### src/rtl/can_irq_pkg.sv
package can_irq_pkg;
  localparam int NUM_TX    = 3;
  localparam int NUM_RX    = 2;
  localparam int NUM_FLAGS = 1 + NUM_TX + NUM_RX + 2;
  localparam int NUM_GATES = NUM_TX + NUM_RX;
  localparam int CODE_W    = 3;
  localparam int ECODE_W   = 5;

  localparam int IDX_ERR    = 0;
  localparam int IDX_TX0    = 1;
  localparam int IDX_RX0    = IDX_TX0 + NUM_TX;
  localparam int IDX_WAKE   = IDX_RX0 + NUM_RX;
  localparam int IDX_MSGERR = IDX_WAKE + 1;

  typedef enum logic [1:0] {
    MODE_LEGACY = 2'b00,
    MODE_EXT    = 2'b01,
    MODE_FIFO   = 2'b10,
    MODE_FIFO2  = 2'b11
  } irq_mode_e;

  typedef logic [NUM_FLAGS-1:0] flag_vec_t;

  localparam logic [CODE_W-1:0]  CODE_NONE = 3'b000;
  localparam logic [CODE_W-1:0]  CODE_ERR  = 3'b001;
  localparam logic [CODE_W-1:0]  CODE_TX2  = 3'b010;
  localparam logic [CODE_W-1:0]  CODE_TX1  = 3'b011;
  localparam logic [CODE_W-1:0]  CODE_TX0  = 3'b100;
  localparam logic [CODE_W-1:0]  CODE_RX1  = 3'b101;
  localparam logic [CODE_W-1:0]  CODE_RX0  = 3'b110;
  localparam logic [CODE_W-1:0]  CODE_WAKE = 3'b111;
  localparam logic [ECODE_W-1:0] ECODE_FIFO_RX = 5'b10000;
endpackage

### src/rtl/can_irq_route.sv
module can_irq_route
  import can_irq_pkg::*;
(
  input  logic [1:0]           mode,
  input  logic [NUM_GATES-1:0] buf_en,
  input  logic                 evt_err,
  input  logic [NUM_TX-1:0]    evt_tx,
  input  logic [NUM_RX-1:0]    evt_rx,
  input  logic                 evt_wake,
  input  logic                 evt_msgerr,
  output flag_vec_t            set_vec
);
  logic tx_any;
  logic rx_any;

  assign tx_any = |(evt_tx & buf_en[NUM_TX-1:0]);
  assign rx_any = |(evt_rx & buf_en[NUM_GATES-1:NUM_TX]);

  always_comb begin
    set_vec             = '0;
    set_vec[IDX_ERR]    = evt_err;
    set_vec[IDX_WAKE]   = evt_wake;
    set_vec[IDX_MSGERR] = evt_msgerr;
    if (irq_mode_e'(mode) == MODE_LEGACY) begin
      set_vec[IDX_TX0 +: NUM_TX] = evt_tx;
      set_vec[IDX_RX0 +: NUM_RX] = evt_rx;
    end else begin
      set_vec[IDX_TX0] = tx_any;
      set_vec[IDX_RX0] = rx_any;
    end
  end
endmodule

### src/rtl/can_irq_flag_bank.sv
module can_irq_flag_bank
  import can_irq_pkg::*;
(
  input  logic      clk,
  input  logic      rst_n,
  input  flag_vec_t set_vec,
  input  flag_vec_t clr_vec,
  output flag_vec_t flags_q
);
  for (genvar i = 0; i < NUM_FLAGS; i++) begin : g_flag
    always_ff @(posedge clk or negedge rst_n) begin
      if (!rst_n) flags_q[i] <= 1'b0;
      else        flags_q[i] <= set_vec[i] | (flags_q[i] & ~clr_vec[i]);
    end
  end
endmodule

### src/rtl/can_irq_prio.sv
module can_irq_prio
  import can_irq_pkg::*;
(
  input  logic [1:0]         mode,
  input  flag_vec_t          active,
  output logic [CODE_W-1:0]  icode,
  output logic [ECODE_W-1:0] eicode
);
  logic rx_wins;

  always_comb begin
    rx_wins = 1'b0;
    if (active[IDX_ERR])          icode = CODE_ERR;
    else if (active[IDX_TX0])     icode = CODE_TX0;
    else if (active[IDX_TX0 + 1]) icode = CODE_TX1;
    else if (active[IDX_TX0 + 2]) icode = CODE_TX2;
    else if (active[IDX_RX0]) begin
      icode   = CODE_RX0;
      rx_wins = 1'b1;
    end else if (active[IDX_RX0 + 1]) begin
      icode   = CODE_RX1;
      rx_wins = 1'b1;
    end else if (active[IDX_WAKE]) icode = CODE_WAKE;
    else                            icode = CODE_NONE;
  end

  always_comb begin
    if (mode[1] && rx_wins) eicode = ECODE_FIFO_RX;
    else                    eicode = {{(ECODE_W-CODE_W){1'b0}}, icode};
  end
endmodule

### src/rtl/can_irq_encoder.sv
module can_irq_encoder
  import can_irq_pkg::*;
(
  input  logic                 clk,
  input  logic                 rst_n,
  input  logic [1:0]           mode,
  input  logic [NUM_FLAGS-1:0] src_en,
  input  logic [NUM_GATES-1:0] buf_en,
  input  logic                 evt_err,
  input  logic [NUM_TX-1:0]    evt_tx,
  input  logic [NUM_RX-1:0]    evt_rx,
  input  logic                 evt_wake,
  input  logic                 evt_msgerr,
  input  logic                 fw_wr,
  input  logic [NUM_FLAGS-1:0] fw_wdata,
  output logic [NUM_FLAGS-1:0] flags,
  output logic [CODE_W-1:0]    icode,
  output logic [ECODE_W-1:0]   eicode,
  output logic                 irq
);
  flag_vec_t set_vec;
  flag_vec_t clr_vec;
  flag_vec_t flags_q;
  flag_vec_t active;
  flag_vec_t coded;

  assign clr_vec = fw_wr ? ~fw_wdata : '0;

  can_irq_route u_route (
    .mode       (mode),
    .buf_en     (buf_en),
    .evt_err    (evt_err),
    .evt_tx     (evt_tx),
    .evt_rx     (evt_rx),
    .evt_wake   (evt_wake),
    .evt_msgerr (evt_msgerr),
    .set_vec    (set_vec)
  );

  can_irq_flag_bank u_bank (
    .clk     (clk),
    .rst_n   (rst_n),
    .set_vec (set_vec),
    .clr_vec (clr_vec),
    .flags_q (flags_q)
  );

  assign active = flags_q & src_en;

  always_comb begin
    coded              = active;
    coded[IDX_MSGERR]  = 1'b0;
  end

  can_irq_prio u_prio (
    .mode   (mode),
    .active (coded),
    .icode  (icode),
    .eicode (eicode)
  );

  always_ff @(posedge clk or negedge rst_n) begin
    if (!rst_n) irq <= 1'b0;
    else        irq <= |active;
  end

  assign flags = flags_q;
endmodule

### config.mk
export PLATFORM = sky130hd
export DESIGN_NAME = can_irq_encoder
export DESIGN_NICKNAME = d
export VERILOG_FILES = /design/src/rtl/can_irq_pkg.sv /design/src/rtl/can_irq_route.sv /design/src/rtl/can_irq_flag_bank.sv /design/src/rtl/can_irq_prio.sv /design/src/rtl/can_irq_encoder.sv
export SDC_FILE = /design/constraint.sdc
export NUM_CORES = 1
export LEC_CHECK = 0
export BUFFER_PORTS_ARGS = -buffer_cell sky130_fd_sc_hd__buf_4
export CORE_ASPECT_RATIO = 1.25
export CORE_UTILIZATION = 39
export CTS_CLUSTER_SIZE = 10
export DETAILED_ROUTE_END_ITERATION = 16
export PLACE_DENSITY_LB_ADDON = 0.12
export SLEW_MARGIN = 20
export SYNTH_ARGS = -nofsm -noshare
export SYNTH_HDL_FRONTEND = slang
export SYNTH_HIERARCHICAL = 1
export SYNTH_SLANG_ARGS = --single-unit
### constraint.sdc
create_clock -name clk -period 1.9 [get_ports clk]
set_input_delay 0.095 -clock clk [delete_from_list [all_inputs] [get_ports clk]]
set_output_delay 0.095 -clock clk [all_outputs]
set_load 0.02 [all_outputs]
==> results of run 1 <==
-- cell usage in the layout (no fill, tap or decap), types with 2 or more instances in the layout --
cell type  instances
buf_4             49
inv_1             10
and2_1             9
a21o_1             9
dfrtp_1            9
nor2b_1            8
clkbuf_4           3
nand2_1            3
or4_1              2
nor2_1             2
o21bai_1           2
o2bb2ai_1          2
-- metrics by stage --
stage	cell area [µm²]	setup slack [ns]	std cells
after floorplan	668	0.220	79
after global placement	1030	0.302	142
after detailed placement	1030	0.279	142
after CTS	1060	0.250	147
after global routing	1060	0.187	147
final	1060	0.270	147
-- repair_timing --
action / CTS / global route
hold endpoints to repair: 9 / 0
resized for setup: 0 / 0
setup endpoints to repair: 0 / 0
hold buffers: 1 / 0
buffers inserted: 0 / 0
-- worst reg2reg max path, cell delays in order, from the launching register on --
cell     delay, ns
dfrtp_1       0.39
and2_1        0.22
or4_1         0.49
or4_1         0.39
-- final cells by class --
type                       count  area (µm²)  area share
tap                           18        22.5      0.0212
inverter                      10        37.5      0.0353
sequential                     9         225       0.212
clock buffer                   4        26.3      0.0247
multi-input combinational     56         375       0.353
timing repair buffer          50         378       0.355
-- worst max path at each step --
stage                end  slack [ns]  cells after the start
2_1_floorplan        irq        0.22                      3
3_3_place_gp         irq        0.30                      3
3_5_place_dp         irq        0.28                      3
4_1_cts        eicode[2]        0.25                      4
5_1_grt        eicode[2]        0.19                      4
6_report       eicode[2]        0.27                      4
-- power by group through the flow --
stage	sequential (mW)	clock, mW	combinational [mW]
2_1_floorplan	0.245	0	0.124
3_3_place_gp	0.223	0	0.264
3_5_place_dp	0.224	0	0.269
4_1_cts	0.220	0.152	0.271
5_1_grt	0.223	0.160	0.291
6_report	0.220	0.145	0.268
-- flip-flops by register name, indices dropped and copies added (netlist names) --
register        cells
u_bank/flags_q      8
irq                 1
-- per-layer routing --
metal / vias up / track usage
li1: 363 / -
met1: 294 / 0.217
met2: 31 / 0.327
met3: 2 / 0.0502
met4: 0 / 0.0828
met5: - / 0
==> impl_metrics.csv, run 1 <==
group,metric,value,unit
synthesis,ys_warn_count,6,
timing,finalHoldViolCount,0,
setup_path,crit_type,"reg -> out",
setup_path,cpPeakStageDelay,0.39,ns
worst_hold_path,whs_endpoint,"u_bank/flags_q[6]",
grt,grt_pass1_wl,2370,µm
setup_path,crit-reg2reg-launch,"u_bank/flags_q[2]",
finish,diodes,0,
power,p_sw_frac,0.326,
detailed_routing,wl,1550,µm
setup_path,cp_max_fo,7,
synthesis,synth_area,668,µm²
power,power_frac_seq,0.347,
clock_tree,cts_tree,"done",
floorplan,rows,16,
grt,track_usage,0.188,
timing,fin_crit,1.63,ns
floorplan,die_area,1880,µm²
power,combPwrFrac,0.423,
synthesis,syn_inst,79,
detailed_routing,first_iter_violations,10,
power,p_leak,0.544,nW
finish,num-fill-cells,146,
timing,final-setup-viol-count,0,
grt,grt_pass1_vias,590,
clock_tree,worst_skew_pair.late_latency,0.25,ns
detailed_routing,wl_met1,626,µm
grt,grt_max_degree,10,
timing,fin_hold_ws,0.0131,ns
detailed_routing,met3_length,112,µm
timing,finalMaxSlewViolations,0,
job,cap_viol_max_count,0,
detailed_routing,vias,690,
setup_path,cp_top_family,"compound AO/OA/AOI/OAI gates",
clock_tree,clkTransAtPathRegs,0.06,ns
detailed_routing,wl_met2,795,µm
power,ir_drop,0.000320,V
setup_path,worstSetupStartpoint,"u_bank/flags_q[4]",
floorplan,die_h,48.3,µm
power,clockPowerShare,0.229,
timing,fin_tns_setup,0,ns
detailed_routing,drtAntennaViolNets,0,
power,intPower,0.427,mW
finish,syn_to_final_growth,59.4,%
worst_hold_path,min_path_cells,2,
power,p_per_area,595,nW/µm²
detailed_routing,drc,0,
detailed_routing,firstDrtPassIters,4,
setup_path,critPathLaunchType,"register",
setup_path,cp_slowest_cell,"dfrtp_1",
clock_tree,clk_path_buf_depth,2,
timing,clock.fmax,0.613,GHz
grt,overflow,0,
worst_hold_path,hold_class,"in -> reg",
finish,nets,164,
setup_path,rr_worst_depth,3,
timing,period_share,0.858,
setup_path,crit_required,1.80,ns
detailed_routing,wl_per_cell,10.5,µm
synthesis,synthesis.nets,113,
place,gp_congestion,0.813,
floorplan,die_x,39.0,µm
timing,rsz0062_at_grt,"no",
grt,antenna_found_initial,0,
detailed_routing,viasPerCell,4.69,
finish,drive_above_1_share,0.457,
floorplan,ios,51,
setup_path,r2r_end,"irq",
floorplan,start_util,0.422,
power,p_sw,0.206,mW
power,power,0.634,mW
clock_tree,numCtsBuffers,3,
timing,final.setup_skew,0.00384,ns
place,port_buffers,49,
status,status,"finished clean",
clock_tree,numClockSinks,9,
worst_hold_path,worstHoldStart,"evt_wake",
synthesis,syn_avg_cell_area,8.46,µm²
setup_path,critPathArrivalTime,1.54,ns
finish,fin_util,0.673,
setup_path,crit_chain,"and2_1 > o31ai_1 > o22ai_1 > buf_4",
clock_tree,h-tree-depth,1,
clock_tree,clockRootBuffer,"clkbuf_4",
setup_path,path_buf_inv,1,
place,dp.final_hpwl,1340,µm
detailed_routing,top_layer,"met4",
setup_path,ff2ff_setup_slack,0.29,ns
setup_path,cp-end-kind,"output port",
floorplan,coreArea,1580,µm²
Power figures use the tool's default switching activity.
==> run 2: changes to the inputs <==
==> constraint.sdc (replaced) <==
create_clock -name clk -period 1.9 [get_ports clk]
set_input_delay 0 -clock clk [delete_from_list [all_inputs] [get_ports clk]]
set_output_delay 0 -clock clk [all_outputs]
set_load 0.02 [all_outputs]
==> impl_metrics.csv, run 2 (synthesis gave the netlist of run 1 again) <==
group,metric,value,unit
clock_tree,clkTransAtPathRegs,0.06,ns
place,port_buffers,49,
power,p_per_area,581,nW/µm²
setup_path,cp.depth,3,
place,dp.final_hpwl,1360,µm
detailed_routing,wl_per_cell,10.3,µm
setup_path,crit_required,2.03,ns
floorplan,die_x,39.0,µm
clock_tree,h-tree-depth,1,
setup_path,cp_slowest_cell,"or4_1",
job,cap_viol_max_count,0,
floorplan,die_area,1880,µm²
setup_path,worstSetupStartpoint,"u_bank/flags_q[2]",
finish,final_cell_mix,"buf_4 (49), inv_1 (10), and2_1 (9), a21o_1 (9), dfrtp_1 (9)",
timing,period_share,0.861,
finish,nets,167,
worst_hold_path,min_path_cells,4,
timing,fin_tns_setup,0,ns
worst_hold_path,hold_class,"in -> reg",
power,p_leak,0.557,nW
grt,grt_pass1_wl,2570,µm
finish,reg.largest.list,"u_bank/flags_q x8, irq x1",
setup_path,crit_chain,"and2_1 > or4_1 > or4_1",
worst_hold_path,worstHoldStart,"fw_wdata[5]",
timing,finalMaxSlewViolations,0,
setup_path,crit_type,"reg -> reg",
setup_path,critPathArrivalTime,1.76,ns
timing,clock.fmax,0.611,GHz
place,gp_congestion,0.794,
finish,final_cells,150,
detailed_routing,wl,1550,µm
finish,top_register,"u_bank/flags_q",
clock_tree,cts_tree,"done",
detailed_routing,firstDrtPassIters,2,
floorplan,rows,16,
timing,worst_slack,0.264,ns
setup_path,critPathLaunchType,"register",
finish,design_area,1090,µm²
clock_tree,clk_path_buf_depth,2,
timing,final-setup-viol-count,0,
place,dp_cells,142,
timing,final.setup_skew,0.00156,ns
grt,track_usage,0.204,
setup_path,cpPeakStageDelay,0.51,ns
clock_tree,clockRootBuffer,"clkbuf_4",
place,post-place-ws,0.262,ns
timing,fin_crit,1.64,ns
timing,finalHoldViolCount,0,
timing,rsz0062_at_grt,"no",
power,ir_drop,0.000415,V
detailed_routing,first_iter_violations,4,
clock_tree,worst_skew_pair.late_latency,0.25,ns
setup_path,cp_common_cell,"or4_1",
setup_path,cp_max_fo,5,
finish,syn_to_final_growth,63.9,%
finish,diodes,0,
finish,drive_above_1_share,0.447,
floorplan,die_h,48.3,µm
detailed_routing,drc,0,
clock_tree,numClockSinks,9,
clock_tree,cts_setup_buffers,0,
floorplan,coreArea,1580,µm²
place,placed_area,1030,µm²
floorplan,ios,51,
clock_tree,numCtsBuffers,3,
finish,layout_commonest_cell,"buf_4",
grt,grt_pass1_vias,620,
grt,overflow,0,
grt,antenna_found_initial,0,
detailed_routing,drtAntennaViolNets,0,
status,status,"finished clean",
setup_path,rr_worst_depth,3,
detailed_routing,vias,718,
detailed_routing,viasPerCell,4.79,
setup_path,path_buf_inv,0,
setup_path,cp-end-kind,"register",
grt,grt_max_degree,10,
finish,largest_register_ffs,8,
setup_path,crit-reg2reg-launch,"u_bank/flags_q[2]",
setup_path,cp_top_family,"simple AND/OR/NAND/NOR gates",
floorplan,start_util,0.422,
## run 2: cell count changes in the layout (fill, tap and decap cells not counted)
cell           previous run  this run
dlygate4sd3_1             1         4
## run 2: repair_timing
action	4_1_cts	5_1_grt
gates resized for setup	0	0
hold buffers	4	0
endpoints found under the hold margin	12	0
## run 2: area by class of cell
type	count	area [µm²]
fillers	135	487
repair buffers	53	408
multi-input cells	56	375
flip-flops and latches	9	225
inverters	10	37.5
clock buffers	4	26.3
well taps	18	22.5
## run 2: worst reg2reg max path, stage by stage (launching register included)
cell     delay [ns]
dfrtp_1        0.39
and2_1         0.21
or4_1          0.51
or4_1          0.40
## run 2: worst paths after layout
path / slack (ns) / endpoint
worst max-delay path: 0.26 / irq
worst min-delay path: 0.02 / u_bank/flags_q[5]
worst max register to register: 0.26 / irq
worst min register to register: 0.50 / u_bank/flags_q[3]
max in group asynchronous: 1.66 / u_bank/flags_q[0]
min in group asynchronous: 0.10 / u_bank/flags_q[3]
## run 2: layer usage
layer	routed length [µm]	global-route usage	up-vias	part of all wire
li1	-	-	370	-
met1	615	0.249	315	0.40
met2	827	0.350	31	0.54
met3	88	0.0411	2	0.057
met4	13	0.0828	0	0.0084
met5	0	0	-	0
## run 2: per-stage QoR
step | util | power, mW | hold WS, ns
after CTS | 0.692 | 0.645 | 0.0217
after global routing | 0.692 | 0.685 | 0.0266
after floorplan | - | 0.369 | -0.296
after detailed placement | 0.650 | 0.493 | -0.169
final | 0.692 | 0.636 | 0.0248
after global placement | 0.650 | 0.487 | -0.167
## run 2: where the power goes
part	switching, mW	internal [mW]	leakage, nW
logic	0.130	0.142	0.446
clock network	0.0632	0.0807	0.0150
registers	0.0114	0.209	0.0963
